==> config.mk <==
export PLATFORM = sky130hd
export DESIGN_NAME = pkt_prog_exec
export DESIGN_NICKNAME = d
export VERILOG_FILES = /design/src/rtl/pkt_prog_exec.sv
export SDC_FILE = /design/constraint.sdc
export NUM_CORES = 2
export LEC_CHECK = 0
export ABC_AREA = 1
export BUFFER_PORTS_ARGS = -buffer_cell sky130_fd_sc_hd__buf_4
export CAP_MARGIN = 20
export CORE_MARGIN = 5
export CORE_UTILIZATION = 30
export DETAILED_ROUTE_END_ITERATION = 8
export PLACE_DENSITY = 0.56
export RECOVER_POWER = 25
export SETUP_SLACK_MARGIN = 0.3
export SYNTH_ARGS = -nofsm -noshare
export SYNTH_HDL_FRONTEND = slang
export SYNTH_SLANG_ARGS = --single-unit
export TNS_END_PERCENT = 5
==> constraint.sdc <==
create_clock -name clk -period 6.6 [get_ports clk]
set_clock_uncertainty 0.05 [all_clocks]
set_input_delay 1.98 -clock clk [delete_from_list [all_inputs] [get_ports clk]]
set_output_delay 1.98 -clock clk [all_outputs]
set_load 0.005 [all_outputs]
==> src/rtl/pkt_prog_exec.sv <==
module pkt_prog_exec #(
  parameter int N_INSTR    = 5,
  parameter int PKT_WORDS  = 16,
  parameter int REG_WORDS  = 8,
  parameter int SRAM_WORDS = 16,
  parameter logic [15:0] REG_BASE  = 16'h0000,
  parameter logic [15:0] SRAM_BASE = 16'h0100,
  localparam int PCW = $clog2(N_INSTR + 1)
) (
  input  logic                      clk,
  input  logic                      rst_n,
  input  logic                      start,
  input  logic [PCW-1:0]            prog_len,
  input  logic [N_INSTR*32-1:0]     prog,
  input  logic [7:0]                hop,
  input  logic [7:0]                hop_size,
  input  logic [PKT_WORDS*32-1:0]   pkt_in,
  input  logic                      wr_lock,
  input  logic                      fwd_we,
  input  logic [15:0]               fwd_addr,
  input  logic [31:0]               fwd_wdata,
  output logic                      busy,
  output logic                      done,
  output logic                      halt,
  output logic [PKT_WORDS*32-1:0]   pkt_out
);
  localparam int PAW = $clog2(PKT_WORDS);
  localparam int RAW = $clog2(REG_WORDS);
  localparam int SAW = $clog2(SRAM_WORDS);
  localparam logic [3:0] OP_LD = 4'd1, OP_PUSH = 4'd2, OP_ST = 4'd3,
                         OP_POP = 4'd4, OP_CAS = 4'd5, OP_CEX = 4'd6;

  logic [N_INSTR-1:0][31:0]   prog_q;
  logic [PKT_WORDS-1:0][31:0] pkt;
  logic [REG_WORDS-1:0][31:0] regs;
  logic [31:0]                sram [SRAM_WORDS];
  logic [31:0]                sram_q;
  logic [PCW-1:0]             pc, len_q;
  logic [7:0]                 hop_q, hs_q;
  logic                       sram_rdy, stop_q;

  assign pkt_out = pkt;

  logic [31:0] cur;
  logic [3:0]  op;
  logic [15:0] sa, hidx, ra, sx, fra, fsx;
  logic [PAW-1:0] pa, pb;
  logic in_reg, in_sram, f_reg, f_sram, active, need_wait, go;
  logic cmp, pred, sw_we, pk_we, stop;
  logic [31:0] sw_val, sw_wd;

  assign cur    = (pc < PCW'(N_INSTR)) ? prog_q[pc] : '0;
  assign op     = cur[31:28];
  assign sa     = cur[27:12];
  assign hidx   = 16'(hop_q) * 16'(hs_q) + 16'(cur[11:0]);
  assign pa     = (op == OP_LD || op == OP_ST) ? cur[PAW-1:0] : hidx[PAW-1:0];
  assign pb     = pa + 1'b1;
  assign ra     = sa - REG_BASE;
  assign sx     = sa - SRAM_BASE;
  assign in_reg = ra < 16'(REG_WORDS);
  assign in_sram = sx < 16'(SRAM_WORDS);
  assign fra    = fwd_addr - REG_BASE;
  assign fsx    = fwd_addr - SRAM_BASE;
  assign f_reg  = fra < 16'(REG_WORDS);
  assign f_sram = fsx < 16'(SRAM_WORDS);
  assign sw_val = in_reg ? regs[ra[RAW-1:0]] : sram_q;

  assign active    = busy && (pc != len_q);
  assign need_wait = active && in_sram && !sram_rdy;
  assign go = active && !need_wait && (in_reg || in_sram) &&
              (op >= OP_LD && op <= OP_CEX) &&
              !(wr_lock && (op == OP_ST || op == OP_POP || op == OP_CAS));

  assign cmp   = sw_val == pkt[pa];
  assign pred  = (sw_val & pkt[pa]) == pkt[pb];
  assign sw_we = go && (op == OP_ST || op == OP_POP || (op == OP_CAS && cmp));
  assign sw_wd = (op == OP_CAS) ? pkt[pb] : pkt[pa];
  assign pk_we = go && (op == OP_LD || op == OP_PUSH || op == OP_CAS);
  assign stop  = go && ((op == OP_CAS && !cmp) || (op == OP_CEX && !pred));

  always_ff @(posedge clk) begin
    if (!rst_n) begin
      busy <= 1'b0; done <= 1'b0; halt <= 1'b0; stop_q <= 1'b0;
      pc <= '0; len_q <= '0; sram_rdy <= 1'b0;
      prog_q <= '0; pkt <= '0; hop_q <= '0; hs_q <= '0;
    end else begin
      done <= 1'b0;
      if (start && !busy) begin
        busy     <= 1'b1;
        pc       <= '0;
        len_q    <= (prog_len > PCW'(N_INSTR)) ? PCW'(N_INSTR) : prog_len;
        prog_q   <= prog;
        pkt      <= pkt_in;
        hop_q    <= hop;
        hs_q     <= hop_size;
        stop_q   <= 1'b0;
        halt     <= 1'b0;
        sram_rdy <= 1'b0;
      end else if (busy) begin
        if (pc == len_q) begin
          busy <= 1'b0;
          done <= 1'b1;
          halt <= stop_q;
        end else if (need_wait) begin
          sram_rdy <= 1'b1;
        end else begin
          sram_rdy <= 1'b0;
          if (pk_we) pkt[pa] <= sw_val;
          if (stop) begin
            stop_q <= 1'b1;
            pc     <= len_q;
          end else begin
            pc <= pc + 1'b1;
          end
        end
      end
    end
  end

  always_ff @(posedge clk) begin
    if (!rst_n) begin
      regs <= '0;
    end else begin
      if (fwd_we && f_reg && !(sw_we && in_reg && ra == fra))
        regs[fra[RAW-1:0]] <= fwd_wdata;
      if (sw_we && in_reg)
        regs[ra[RAW-1:0]] <= sw_wd;
    end
  end

  always_ff @(posedge clk) begin
    if (fwd_we && f_sram && !(sw_we && in_sram && sx == fsx))
      sram[fsx[SAW-1:0]] <= fwd_wdata;
    if (sw_we && in_sram)
      sram[sx[SAW-1:0]] <= sw_wd;
    sram_q <= sram[sx[SAW-1:0]];
  end

  a_r1_pc_bound: assert property (@(posedge clk) disable iff (!rst_n)
    busy |-> (pc <= len_q && len_q <= PCW'(N_INSTR)));

  a_r10_done_single: assert property (@(posedge clk) disable iff (!rst_n)
    done |=> !done);

  a_r10_halt_at_done: assert property (@(posedge clk) disable iff (!rst_n)
    $rose(halt) |-> done);

  a_r8_lock_keeps_regs: assert property (@(posedge clk) disable iff (!rst_n)
    (busy && wr_lock && !fwd_we && !(start && !busy)) |=> $stable(regs));

  a_r5_mismatch_keeps_regs: assert property (@(posedge clk) disable iff (!rst_n)
    (active && !need_wait && op == OP_CAS && !cmp && !fwd_we) |=> $stable(regs));

  a_r10_done_ends_busy: assert property (@(posedge clk) disable iff (!rst_n)
    done |-> !busy);
endmodule

== Yosys cells after proc, flatten, opt, wreduce, memory -nomap -nowiden ==
Memories as Yosys holds them, arrays and structs flattened. A register that Yosys moved wholly into a read port is not among the register bits.
Cells that the tools add are included.

* $add $sub $neg: 5
* Multiply operators: 1
* $lt $le $gt $ge: 16
* Equality and inequality tests: 14
* Muxes and demuxes: 40
* Bitwise operators: 5
* Reduce and logical (&&, ||, !) cells: 52

{| class="wikitable"
|+ Operators by type and width
! kind !! number
|-
| $mux W512 || 5
|-
| $mux W256 || 3
|-
| $bwmux W256 || 2
|-
| $bwmux W512 || 1
|-
| $mux W32 || 10
|-
| $bmux W32 S4 || 2
|-
| $bmux W32 S3 || 2
|-
| $demux W32 S3 || 2
|-
| $demux W32 S4 || 1
|-
| $eq A32 B32 Y1 || 2
|-
| $and A32 B32 Y32 || 1
|-
| $eq A16 B16 Y1 || 2
|-
| $lt A16 B4 Y1 const B || 2
|-
| $lt A16 B5 Y1 const B || 2
|-
| $sub A16 B9 Y16 const B || 2
|-
| $logic_and A1 B1 Y1 || 27
|-
| $eq A4 B3 Y1 const B || 3
|-
| $lt A3 B4 Y1 const B || 3
|-
| $lt A4 B5 Y1 const B || 2
|-
| $mux W1 || 9
|-
| $eq A4 B2 Y1 const B || 2
|-
| $ge A4 B1 Y1 const B || 2
|-
| $logic_not A1 Y1 || 8
|-
| $logic_or A1 B1 Y1 || 8
|-
| other kinds (22) || 30
|}

* Register bits: 955
* RAM bits: 512
* Input bits: 744
* Output and inout bits: 515
* Logic and storage cells: 172
* Memories kept: 1

{| class="wikitable"
|+ Memories
! name !! words !! width !! read ports !! clocked after Yosys merged registers in !! wr ports !! line !! source
|-
| sram || 16 || 32 || 1 || 1 || 2 || 36 || <nowiki>logic [31:0] sram [SRAM_WORDS];</nowiki>
|}

== Logic depth before layout (Yosys ltp) ==
* Depth in word-level cells: 21
* Gate-level depth with buffers: 40
* Gate-level depth less buffers: 37

== Worst setup path before layout ==
OpenSTA, ideal clock, no wires.

* Path type: reg2reg
* From: reg pc[0]
* To: mem sram[0][0] (enable)
* Library setup time: 478 ps
* Data arrival time: 6,340 ps
* Data required time: 6,072 ps
* Setup slack: -268 ps
* Stages on the path, launching flop included: 34
* Buffers on the path: 6
* Period minus slack after synthesis: 6,868 ps
* Cell sequence: dfxtp_1 buf_6 nor2_1 buf_4 buf_2 nand2_1 nand2_1 o21ai_0 fa_1 inv_1 fa_1 inv_1 nand2_1 nand2_1 nand3_1 nand2_1 xor2_1 nand2_1 nand2_1 nand2_1 nor2_1 clkbuf_1 a221oi_2 ha_1 nor4_1 nand4_1 or2_2 o21bai_1 nor3b_2 buf_4 nand3_1 clkbuf_1 nand3_1 nand2_1

{| class="wikitable"
|+ RTL lines
! element !! line !! source
|-
| start: declaration || 38 || <nowiki>logic [PCW-1:0] pc, len_q;</nowiki>
|-
| start signal: assignment || 111 || <nowiki>pc <= len_q;</nowiki>
|-
| start signal: assignment || 113 || <nowiki>pc <= pc + 1'b1;</nowiki>
|-
| end: declaration || 36 ||
|}

==> reports/results.ini <==
[worst_setup_path]
worst-setup-path-type = flop to flop
crit_path_frequent_cell = buf_12
ff2ff_setup_slack_ns = -0.45
cp.required_ns = 7.09
worstPathMaxFanout = 8
crit_path_end_kind = flop
arrival_ns = 7.54
worstRegToRegCells = 39
r2r_end = sram[13][14]
r2r_start = pc[0]
start_kind = flop
cp_slowest_stage_delay_ns = 0.55
slowest_stage = fa_1

[timing]
setup_slack_ns = -0.452
fin_crit_ns = 7.05
maxSlewViolCount = 365
rsz0062_at_grt = true
hold_viol = 0
fin_crit_sh_pct = 107
hold_slack_ns = 0.402
setup_violations = 1298
worst_pin_slew_ns = 3.10
maxSlewHeadroom_pct = -107
max_freq_mhz = 142

[clocking]
ctsHoldBuffers = 0
cts_root_buf = clkbuf_16
cts_buffers = 176
cts_tree = done
clockBufferDepth = 3
htree_levels = 4
clk_pin_slew_ns = 0.06
clk_latency_ns = 0.88
cts_sinks = 1451

[drt]
vias = 96500
met1_length_um = 208000
via_per_inst = 5.59
ant_nets = 0
highest_layer = met5
met2_length_um = 235000
first_pass_iters = 7
drt_iter0_markers = 13000
finalWirelength_um = 566000
dr_wl_met3_um = 64300
wire_per_inst_um = 32.8
drc = 0

[place]
place_ws_ns = -0.958
place.gp.congestion = 1.07
dpl.cell_count = 16900
place_area_mm2 = 0.0998
portBuffers = 1210
place_hpwl_um = 428000

[finish]
area_growth_pct = 27.5
post_route_cells_drive_above_1_share_pct = 16.4
instances_no_fill = 17300
nets = 14200
postLayoutCoreUtil_pct = 38.4
fin_area_mm2 = 0.107

[yosys]
synth_edf_count = 512
ys_ff_latch = 1451
synthCells = 12400
yosys.area.top_type = dfxtp_1
syn_area_per_cell_um2 = 6.78
ys_seq_area_share_pct = 40.7
synth_warnings = 0
synthFlopType = dfxtp_1
syn-num-nets = 13200
ys_async_sr_fraction_pct = 0
ys_top_cells_by_area = dfxtp_1, edfxtp_1, nand2_1, o21ai_0, nand3_1
synthDistinctLibCells = 57
netlist_area_mm2 = 0.0839
synth_top_area_share_pct = 22.4

[job]
drv_cap = 3

[floorplan]
core_mm2 = 0.279
die_area_mm2 = 0.290
start_util_pct = 30.1
std_cell_rows = 194
num_io_pins = 1259
die_w_um = 539
die_h_um = 539

[min_path]
worstHoldStart = stop_q
hold_class = flop to flop
min_delay_worst_endpoint = stop_q
hold_depth = 2

[global_routing]
grt_first_pass_wirelength_um = 746000
grt.total_usage_pct = 36.6
antenna_found_initial = 65
grt_max_degree = 173
grt_overflow = 0
grt_pass1_vias = 86300

[power]
p_leak_nw = 47.4
vdd_drop_max_mv = 0.232
power_per_cell_area_mw_per_mm2 = 321

[run_status]
outcome = complete, but fails checks
violations = max-capacitance violations, max-slew violations, negative setup slack

## power breakdown
part | switching (W) | total [W] | internal, W
clock network | 0.00448 | 0.0104 | 0.00589
registers | 0.000409 | 0.0101 | 0.00972
logic | 0.00990 | 0.0138 | 0.00390
## timing repair
| action | in CTS | in global routing |
|---|---|---|
| cloned | 8 | 15 |
| resized for setup | 72 | 177 |
| pin swaps | 16 | 20 |
| setup buffers | 15 | 11 |
| endpoints found under the setup margin | 1284 | 1285 |
## worst max-delay path, delay by kind of cell (launching register included)
family          cells  cell delay (ns)
simple gates       15             1.96
xor+xnor            1             0.18
compound gates      6             0.99
flops               1             0.40
fa+ha+maj           3             1.19
buf+inv            14             1.90
## cell usage after synthesis, types with 17 or more instances
master,count
nand2_1,3538
a22oi_1,321
o21ai_0,1393
o21ai_2,17
clkbuf_1,671
nand4_1,41
buf_1,118
xor2_1,27
ha_1,48
nor2_1,1161
a221oi_2,29
a22o_1,30
buf_2,203
buf_4,45
a31oi_4,26
nand3_1,1142
o22ai_1,86
o21ai_1,281
a21oi_1,579
edfxtp_1,512
o211ai_1,70
inv_1,935
a31oi_1,30
dfxtp_1,939
## layout make-up
type                    count  area (µm²)
diodes                     43         108
clock buffers             248        5050
clock inverters            77         992
fillers                 29800      172000
inverters                 945        3570
multi-input cells        8931       43000
flip-flops and latches   1451       34200
well taps                3724        4660
repair buffers           1857       15500
## flip-flops by register name, indices dropped and copies added, names as in the netlist
signal    count
pkt_out     512
sram        512
regs        256
prog_q      120
sram_q       32
hop_q         4
hs_q          4
len_q         3
pc            3
busy          1
done          1
halt          1
sram_rdy      1
stop_q        1
## per-stage QoR
step | power (W) | TNS [ns]
final | 0.0343 | -411.87
after floorplan | 0.0161 | 0
after global routing | 0.0351 | -730.20
after CTS | 0.0337 | -295.77
after detailed placement | 0.0233 | -1063.02
after global placement | 0.0233 | -1000.63
## routing by layer
metal  global-route usage, %  vias to the layer above
met4                    29.6                       28
met1                    44.1                    46400
met3                    11.1                     1241
li1                        -                    43000
met5                       0                        -
met2                    54.0                     5910
## worst max-delay path by stage
stage,endpoint,from,slack (ns),depth (start not counted)
floorplan,sram[11][0],pc[0],0.16,34
global placement,sram[5][17],pc[1],-0.91,37
detailed placement,sram[9][9],pc[1],-0.96,34
CTS,sram[13][6],pc[0],-0.35,39
global route,sram[12][1],pc[0],-0.68,39
finish,sram[13][14],pc[0],-0.45,39
## layout by cell type (no fill, tap or decap), types with 10 or more instances in the layout
cell type / n
clkinv_2: 31
nand3b_1: 14
xor2_1: 26
nand2_1: 3454
clkbuf_16: 190
diode_2: 43
bufinv_16: 13
a22oi_1: 321
nor2_4: 16
a31oi_1: 30
o22ai_1: 85
a31oi_4: 26
nand3_1: 1132
nand2_2: 55
a221oi_2: 20
o21ai_4: 17
edfxtp_1: 512
xnor2_1: 10
o21ai_0: 1358
buf_4: 1401
o21ai_2: 19
clkbuf_4: 57
ha_1: 38
nand3_2: 12
clkinv_1: 10
buf_6: 27
o21ai_1: 298
buf_12: 142
nor2_1: 1140
nor2_2: 10
a21oi_1: 579
inv_1: 930
clkbuf_8: 31
o211ai_1: 70
dfxtp_1: 937
nand4_1: 41
a22o_1: 21
nand2_4: 29
clkbuf_1: 243
## logic make-up (layout without fill, tap and decap cells)
logic type               after synthesis  count (layout)  share of synthesized area (%)
flip-flops                          1451            1451                           40.7
adder cells (fa/ha/maj)               50              50                          0.763
other                                  0              43                              0
XOR/XNOR                              37              37                          0.386
AO/OA/AOI/OAI                       2886            2886                           19.8
buffers and inverters               2006            3127                           9.57
AND/OR/NAND/NOR                     5958            5958                           28.8
Note: power is estimated with default switching activity, not from simulation.
